<file path="src/rtl/dref_pkg.sv">
package dref_pkg;

  typedef enum logic [1:0] {
    PH_IDLE,
    PH_SETUP,
    PH_RASLO,
    PH_PRECH
  } cbr_ph_t;

  typedef enum logic [1:0] {
    SQ_PAUSE,
    SQ_WAKE,
    SQ_RUN
  } seq_st_t;

endpackage

</file>
<file path="src/rtl/dref_span.sv">
module dref_span #(
  parameter int SPAN = 16
) (
  input  logic clk,
  input  logic rst_n,
  input  logic clr,
  input  logic en,
  output logic last
);

  localparam int CW = (SPAN > 1) ? $clog2(SPAN) : 1;
  localparam logic [CW-1:0] LAST_V = CW'(SPAN - 1);

  logic [CW-1:0] cnt_q, cnt_d;

  assign last = (cnt_q == LAST_V);

  always_comb begin
    cnt_d = cnt_q;
    if (clr) begin
      cnt_d = '0;
    end else if (en) begin
      cnt_d = last ? '0 : cnt_q + 1'b1;
    end
  end

  always_ff @(posedge clk or negedge rst_n) begin
    if (!rst_n) begin
      cnt_q <= '0;
    end else begin
      cnt_q <= cnt_d;
    end
  end

endmodule

</file>
<file path="src/rtl/dref_budget.sv">
module dref_budget #(
  parameter int LIMIT = 2
) (
  input  logic clk,
  input  logic rst_n,
  input  logic miss,
  input  logic clear,
  output logic broken
);

  localparam int CW = $clog2(LIMIT + 1);
  localparam logic [CW-1:0] EDGE_V = CW'(LIMIT - 1);

  logic [CW-1:0] ovd_q, ovd_d;

  assign broken = miss && (ovd_q == EDGE_V);

  always_comb begin
    ovd_d = ovd_q;
    if (clear || broken) begin
      ovd_d = '0;
    end else if (miss) begin
      ovd_d = ovd_q + 1'b1;
    end
  end

  always_ff @(posedge clk or negedge rst_n) begin
    if (!rst_n) begin
      ovd_q <= '0;
    end else begin
      ovd_q <= ovd_d;
    end
  end

endmodule

</file>
<file path="src/rtl/dref_cbr.sv">
module dref_cbr
  import dref_pkg::*;
#(
  parameter int CSR_CYC    = 2,
  parameter int RAS_LO_CYC = 6,
  parameter int CHR_CYC    = 2,
  parameter int RP_CYC     = 4
) (
  input  logic clk,
  input  logic rst_n,
  input  logic start,
  output logic ras_n,
  output logic cas_n,
  output logic busy,
  output logic done
);

  localparam int MAX_A = (CSR_CYC > RAS_LO_CYC) ? CSR_CYC : RAS_LO_CYC;
  localparam int MAXP  = (MAX_A > RP_CYC) ? MAX_A : RP_CYC;
  localparam int CW    = $clog2(MAXP + 1);
  localparam logic [CW-1:0] CHR_V = CW'(CHR_CYC);

  cbr_ph_t       ph_q, ph_d;
  logic [CW-1:0] cnt_q, cnt_d;
  logic [CW-1:0] lim;
  logic          last;

  always_comb begin
    case (ph_q)
      PH_SETUP: lim = CW'(CSR_CYC - 1);
      PH_RASLO: lim = CW'(RAS_LO_CYC - 1);
      PH_PRECH: lim = CW'(RP_CYC - 1);
      default:  lim = '0;
    endcase
  end

  assign last = (cnt_q == lim);

  always_comb begin
    ph_d  = ph_q;
    cnt_d = cnt_q;
    if (ph_q == PH_IDLE) begin
      cnt_d = '0;
      if (start) ph_d = PH_SETUP;
    end else if (last) begin
      cnt_d = '0;
      case (ph_q)
        PH_SETUP: ph_d = PH_RASLO;
        PH_RASLO: ph_d = PH_PRECH;
        default:  ph_d = PH_IDLE;
      endcase
    end else begin
      cnt_d = cnt_q + 1'b1;
    end
  end

  always_ff @(posedge clk or negedge rst_n) begin
    if (!rst_n) begin
      ph_q  <= PH_IDLE;
      cnt_q <= '0;
    end else begin
      ph_q  <= ph_d;
      cnt_q <= cnt_d;
    end
  end

  assign busy  = (ph_q != PH_IDLE);
  assign ras_n = (ph_q != PH_RASLO);
  assign cas_n = !((ph_q == PH_SETUP) || ((ph_q == PH_RASLO) && (cnt_q < CHR_V)));
  assign done  = (ph_q == PH_PRECH) && last;

endmodule

</file>
<file path="src/rtl/dref_seq.sv">
module dref_seq
  import dref_pkg::*;
#(
  parameter int NCAS         = 2,
  parameter int PAUSE_CYC    = 40000,
  parameter int INTERVAL_CYC = 3000,
  parameter int WAKE_CNT     = 8,
  parameter int MISS_LIMIT   = 2,
  parameter int CSR_CYC      = 2,
  parameter int RAS_LO_CYC   = 6,
  parameter int CHR_CYC      = 2,
  parameter int RP_CYC       = 4
) (
  input  logic            clk,
  input  logic            rst_n,
  input  logic            refresh_grant,
  output logic            refresh_req,
  output logic            ras_n,
  output logic [NCAS-1:0] cas_n,
  output logic            strobe_own,
  output logic            ready
);

  seq_st_t st_q, st_d;
  logic    pend_q, pend_d;
  logic    pause_last, wake_last, int_last;
  logic    tick, start, miss, broken;
  logic    busy, done, cyc_cas_n;

  // Refresh cycle engine
  dref_cbr #(
    .CSR_CYC    (CSR_CYC),
    .RAS_LO_CYC (RAS_LO_CYC),
    .CHR_CYC    (CHR_CYC),
    .RP_CYC     (RP_CYC)
  ) cbr_i (
    .clk   (clk),
    .rst_n (rst_n),
    .start (start),
    .ras_n (ras_n),
    .cas_n (cyc_cas_n),
    .busy  (busy),
    .done  (done)
  );

  // Power-up pause length
  dref_span #(.SPAN(PAUSE_CYC)) pause_i (
    .clk   (clk),
    .rst_n (rst_n),
    .clr   (st_q != SQ_PAUSE),
    .en    (st_q == SQ_PAUSE),
    .last  (pause_last)
  );

  // Wake-up burst: counts completed cycles
  dref_span #(.SPAN(WAKE_CNT)) wake_i (
    .clk   (clk),
    .rst_n (rst_n),
    .clr   (st_q != SQ_WAKE),
    .en    ((st_q == SQ_WAKE) && done),
    .last  (wake_last)
  );

  // Steady refresh interval
  dref_span #(.SPAN(INTERVAL_CYC)) intv_i (
    .clk   (clk),
    .rst_n (rst_n),
    .clr   (st_q != SQ_RUN),
    .en    (st_q == SQ_RUN),
    .last  (int_last)
  );

  // Missed-interval accounting
  dref_budget #(.LIMIT(MISS_LIMIT)) budget_i (
    .clk    (clk),
    .rst_n  (rst_n),
    .miss   (miss),
    .clear  (done),
    .broken (broken)
  );

  assign tick  = (st_q == SQ_RUN) && int_last;
  assign start = pend_q && refresh_grant && !busy;
  assign miss  = tick && pend_q && !start;

  always_comb begin
    st_d   = st_q;
    pend_d = pend_q;
    if (start) pend_d = 1'b0;
    case (st_q)
      SQ_PAUSE: begin
        if (pause_last) st_d = SQ_WAKE;
      end
      SQ_WAKE: begin
        if (!pend_q && !busy) pend_d = 1'b1;
        if (done && wake_last) st_d = SQ_RUN;
      end
      SQ_RUN: begin
        if (tick) pend_d = 1'b1;
        if (broken) st_d = SQ_WAKE;
      end
      default: st_d = SQ_PAUSE;
    endcase
  end

  always_ff @(posedge clk or negedge rst_n) begin
    if (!rst_n) begin
      st_q   <= SQ_PAUSE;
      pend_q <= 1'b0;
    end else begin
      st_q   <= st_d;
      pend_q <= pend_d;
    end
  end

  // All byte lanes share one column strobe timing
  for (genvar g = 0; g < NCAS; g++) begin : g_lane
    assign cas_n[g] = cyc_cas_n;
  end

  assign refresh_req = pend_q || busy;
  assign strobe_own  = busy;
  assign ready       = (st_q == SQ_RUN);

endmodule

</file>
<file path="config.mk">
export PLATFORM = sky130hd
export DESIGN_NAME = dref_seq
export DESIGN_NICKNAME = d
export VERILOG_FILES = /design/src/rtl/dref_pkg.sv /design/src/rtl/dref_span.sv /design/src/rtl/dref_budget.sv /design/src/rtl/dref_cbr.sv /design/src/rtl/dref_seq.sv
export SDC_FILE = /design/constraint.sdc
export NUM_CORES = 1
export LEC_CHECK = 0
export BUFFER_PORTS_ARGS = -buffer_cell sky130_fd_sc_hd__buf_2
export CORE_MARGIN = 1
export CORE_UTILIZATION = 55
export DETAILED_ROUTE_END_ITERATION = 10
export PLACE_DENSITY = 0.79
export SLEW_MARGIN = 20
export SYNTH_ARGS = -nofsm -noshare
export SYNTH_HDL_FRONTEND = slang
export SYNTH_SLANG_ARGS = --single-unit
</file>
<file path="constraint.sdc">
create_clock -name clk -period 2.4 [get_ports clk]
set_clock_uncertainty 0.1 [all_clocks]
set_input_delay 0.24 -clock clk [delete_from_list [all_inputs] [get_ports clk]]
set_output_delay 0.24 -clock clk [all_outputs]
set_load 0.02 [all_outputs]
</file>
==> flow_summary.json <==
{
  "finalSetupViolCount": 0,
  "hp-class": "primary input to flop",
  "path_cells": "inv_1, ha_1, xor2_1, nor3_2, nand3_1, or3b_1, a22oi_2",
  "pwr-share-comb_pct": 1.2,
  "drive_above_1_share_pct": 10.8,
  "fin_area_mm2": 0.00238,
  "vias": 1492,
  "area_growth_pct": 10.1,
  "leakage_nw": 1.12,
  "async_flop_share_pct": 100,
  "cts_tree": "yes",
  "ys_seq_area_share_pct": 47.5,
  "p_per_area_mw_per_mm2": 538,
  "tightest_slew_ns": 0.899,
  "track_usage_pct": 20.8,
  "setup.worst_path.end_class": "flop",
  "dpl.hpwl_mm": 2.62,
  "multi_input_area_mm2": 0.00107,
  "insertion_delay_ns": 0.30,
  "cts_buffers": 5,
  "antenna_left": 0,
  "first_iter_violations": 96,
  "htree_levels": 2,
  "start_util_pct": 58.1,
  "grt_antenna_before_repair": 0,
  "cts_sinks": 41,
  "synth_edf_count": 0,
  "clkPwrFrac_pct": 44.9,
  "placed_area_mm2": 0.00225,
  "timing.fmax_mhz": 459,
  "cts.clk_slew.worst_paths_ns": 0.07,
  "finalWirelength_mm": 3.79,
  "synthDistinctLibCells": 36,
  "slowest_stage": "dfrtp_1",
  "root_buffer": "clkbuf_8",
  "wl_per_cell_um": 13.6,
  "p_int_mw": 1.03,
  "gp_congestion": 0.784,
  "start_kind": "flop",
  "postCtsSetupRepairBufs": 0,
  "yosys.area.top_type": "dfrtp_1",
  "synth_area_per_cell_um2": 10.0,
  "die_h_um": 64.7,
  "cp_data_arrival_time_ns": 2.30,
  "cpLargestDelayFamily": "simple AND/OR/NAND/NOR gates",
  "overflow": 0,
  "nets": 249,
  "fin_crit_ns": 2.18,
  "tns_ns": 0,
  "num_antenna_cells": 0,
  "synthesis.instances": 216,
  "switching_power_mw": 0.249,
  "coreArea_mm2": 0.00372,
  "fp.dieArea_mm2": 0.00418,
  "yosys_warnings": 0,
  "synth_ff_type": "dfrtp_1",
  "cpPeakStageDelay_ns": 0.43,
  "worst-path-buf-inv": 1,
  "first_pass_iters": 4,
  "grt_start_max_net_pins": 42,
  "maxSlewHeadroom_pct": 40.0,
  "drc": 0,
  "die_w_um": 64.7,
  "slew_violations": 0,
  "rsz0062_at_grt": "no",
  "netlist_area_mm2": 0.00216,
  "hold_viol_final": 0,
  "synth_seq_cells": 41,
  "power_mw": 1.28,
  "nFillCells": 296,
  "area.sequential_mm2": 0.00103,
  "crit_type": "flop to flop",
  "syn_nets": 235,
  "ios": 9,
  "peakVddDrop_mv": 0.284,
  "cp_max_fo": 6,
  "viasPerCell": 5.35,
  "required_ns": 2.52,
  "cts_buffer_depth": 2,
  "outcome": "finished clean",
  "rows": 22,
  "synth_area_leaders": "dfrtp_1 (48%), ha_1 (9.3%), nor2_1 (6.1%), xor2_1 (6.1%), xnor2_1 (5.3%)",
  "grt_pass1_vias": 1530,
  "synth_top_area_share_pct": 47.5,
  "port_buffers": 8,
  "seqPwrFrac_pct": 53.9,
  "min_period_over_period_pct": 90.7,
  "max_cap_violations": 0,
  "grt_pass1_wl_mm": 6.56,
  "switching_share_pct": 19.4
}
-- synthesized netlist by cell type, types with 2 or more instances --
master,n
a21oi_1,6
and2_1,4
and3_1,8
buf_4,2
clkbuf_1,2
dfrtp_1,41
ha_1,16
inv_1,11
nand2_1,18
nand2b_1,2
nand3_1,16
nor2_1,35
nor3_1,4
or3_1,3
xnor2_1,13
xor2_1,15
-- registers in the layout, indices dropped and copies added (netlist names) --
| name | cells |
|---|---|
| st_q | 2 |
| wake_i.cnt_q | 3 |
| intv_i.cnt_q | 12 |
| cbr_i.cnt_q | 3 |
| budget_i.ovd_q | 2 |
| cbr_i.ph_q | 2 |
| pause_i.cnt_q | 16 |
| pend_q | 1 |
-- placed cells by master, fill, tap and decap left out, types with 2 or more instances in the layout --
| cell | netlist | final |
|---|---|---|
| dfrtp_1 | 41 | 41 |
| buf_4 | 2 | 2 |
| xor2_1 | 15 | 15 |
| nand2_1 | 18 | 18 |
| buf_2 | 0 | 8 |
| or3_1 | 3 | 3 |
| a21oi_1 | 6 | 6 |
| and3_1 | 8 | 8 |
| xnor2_1 | 13 | 13 |
| nor3_1 | 4 | 4 |
| nor2_1 | 35 | 35 |
| nand2b_1 | 2 | 2 |
| inv_1 | 11 | 11 |
| clkbuf_8 | 0 | 6 |
| ha_1 | 16 | 16 |
| nand3_1 | 16 | 16 |
| and2_1 | 4 | 4 |
-- through the flow --
stage	std cells	hold WS [ns]	util, %	setup WS, ns
finish	279	0.280	64.0	0.222
floorplan	216	-0.156	-	0.455
global placement	270	0.315	60.6	0.346
detailed placement	270	0.325	60.6	0.290
CTS	279	0.258	64.0	0.244
global route	279	0.291	64.0	0.0779
-- metal layers --
| layer | up-vias | GRT usage, % | share of wire [%] |
|---|---|---|---|
| met5 | - | 0 | 0 |
| met4 | 0 | 11.1 | 2.4 |
| met3 | 8 | 3.87 | 1.8 |
| met2 | 19 | 35.3 | 50 |
| met1 | 723 | 25.0 | 46 |
| li1 | 742 | - | - |
-- kinds of logic (layout without fill, tap and decap cells) --
| group | after synthesis | after routing | synth area share, % |
|---|---|---|---|
| adders and majority gates | 16 | 16 | 9.27 |
| and+or+nand+nor | 100 | 100 | 22.7 |
| DFF | 41 | 41 | 47.5 |
| AOI/OAI and AO/OA | 15 | 15 | 5.68 |
| muxes | 1 | 1 | 0.521 |
| buffers and inverters | 15 | 30 | 2.95 |
| xor gates and xnor gates | 28 | 28 | 11.4 |
-- final timing paths --
check,start,endpoint,slack [ns],cells past startpoint
setup / recovery,cbr_i.ph_q[0]$_DFFE_PN0P_,st_q[1]$_DFFE_PN0P_,0.22,7
hold / removal,refresh_grant,cbr_i.ph_q[0]$_DFFE_PN0P_,0.28,4
setup reg to reg,cbr_i.ph_q[0]$_DFFE_PN0P_,st_q[1]$_DFFE_PN0P_,0.22,7
hold reg to reg,intv_i.cnt_q[0]$_DFF_PN0_,intv_i.cnt_q[0]$_DFF_PN0_,0.38,1
max in group asynchronous,rst_n,pause_i.cnt_q[7]$_DFF_PN0_,1.12,2
min in group asynchronous,rst_n,cbr_i.cnt_q[1]$_DFF_PN0_,0.49,2
-- worst min-delay path, cell delays in order --
cell	delay (ns)
buf_2	0.10
nand2_1	0.06
a21oi_1	0.09
a2bb2oi_1	0.14
-- power groups by stage --
stage,Clock (mW),Sequential [mW],Combinational (mW)
3_3_place_gp,0,0.704,0.0154
3_5_place_dp,0,0.704,0.0158
4_1_cts,0.589,0.690,0.0167
5_1_grt,0.608,0.690,0.0186
6_report,0.574,0.690,0.0155
-- repair_timing --
item | CTS | global route
resized for setup | 0 | 0
hold endpoints to repair | 28 | 0
hold buffers | 1 | 0
-- layout make-up --
cell class / instances / area share (%)
clock inverters: 1 / 1.26
clock buffers: 7 / 3.63
repair buffers: 11 / 2.74
inverters: 11 / 1.74
multi-input cells: 160 / 45.0
flip-flops and latches: 41 / 43.1
well taps: 48 / 2.52
No activity file was read; power rests on OpenSTA's default activity.
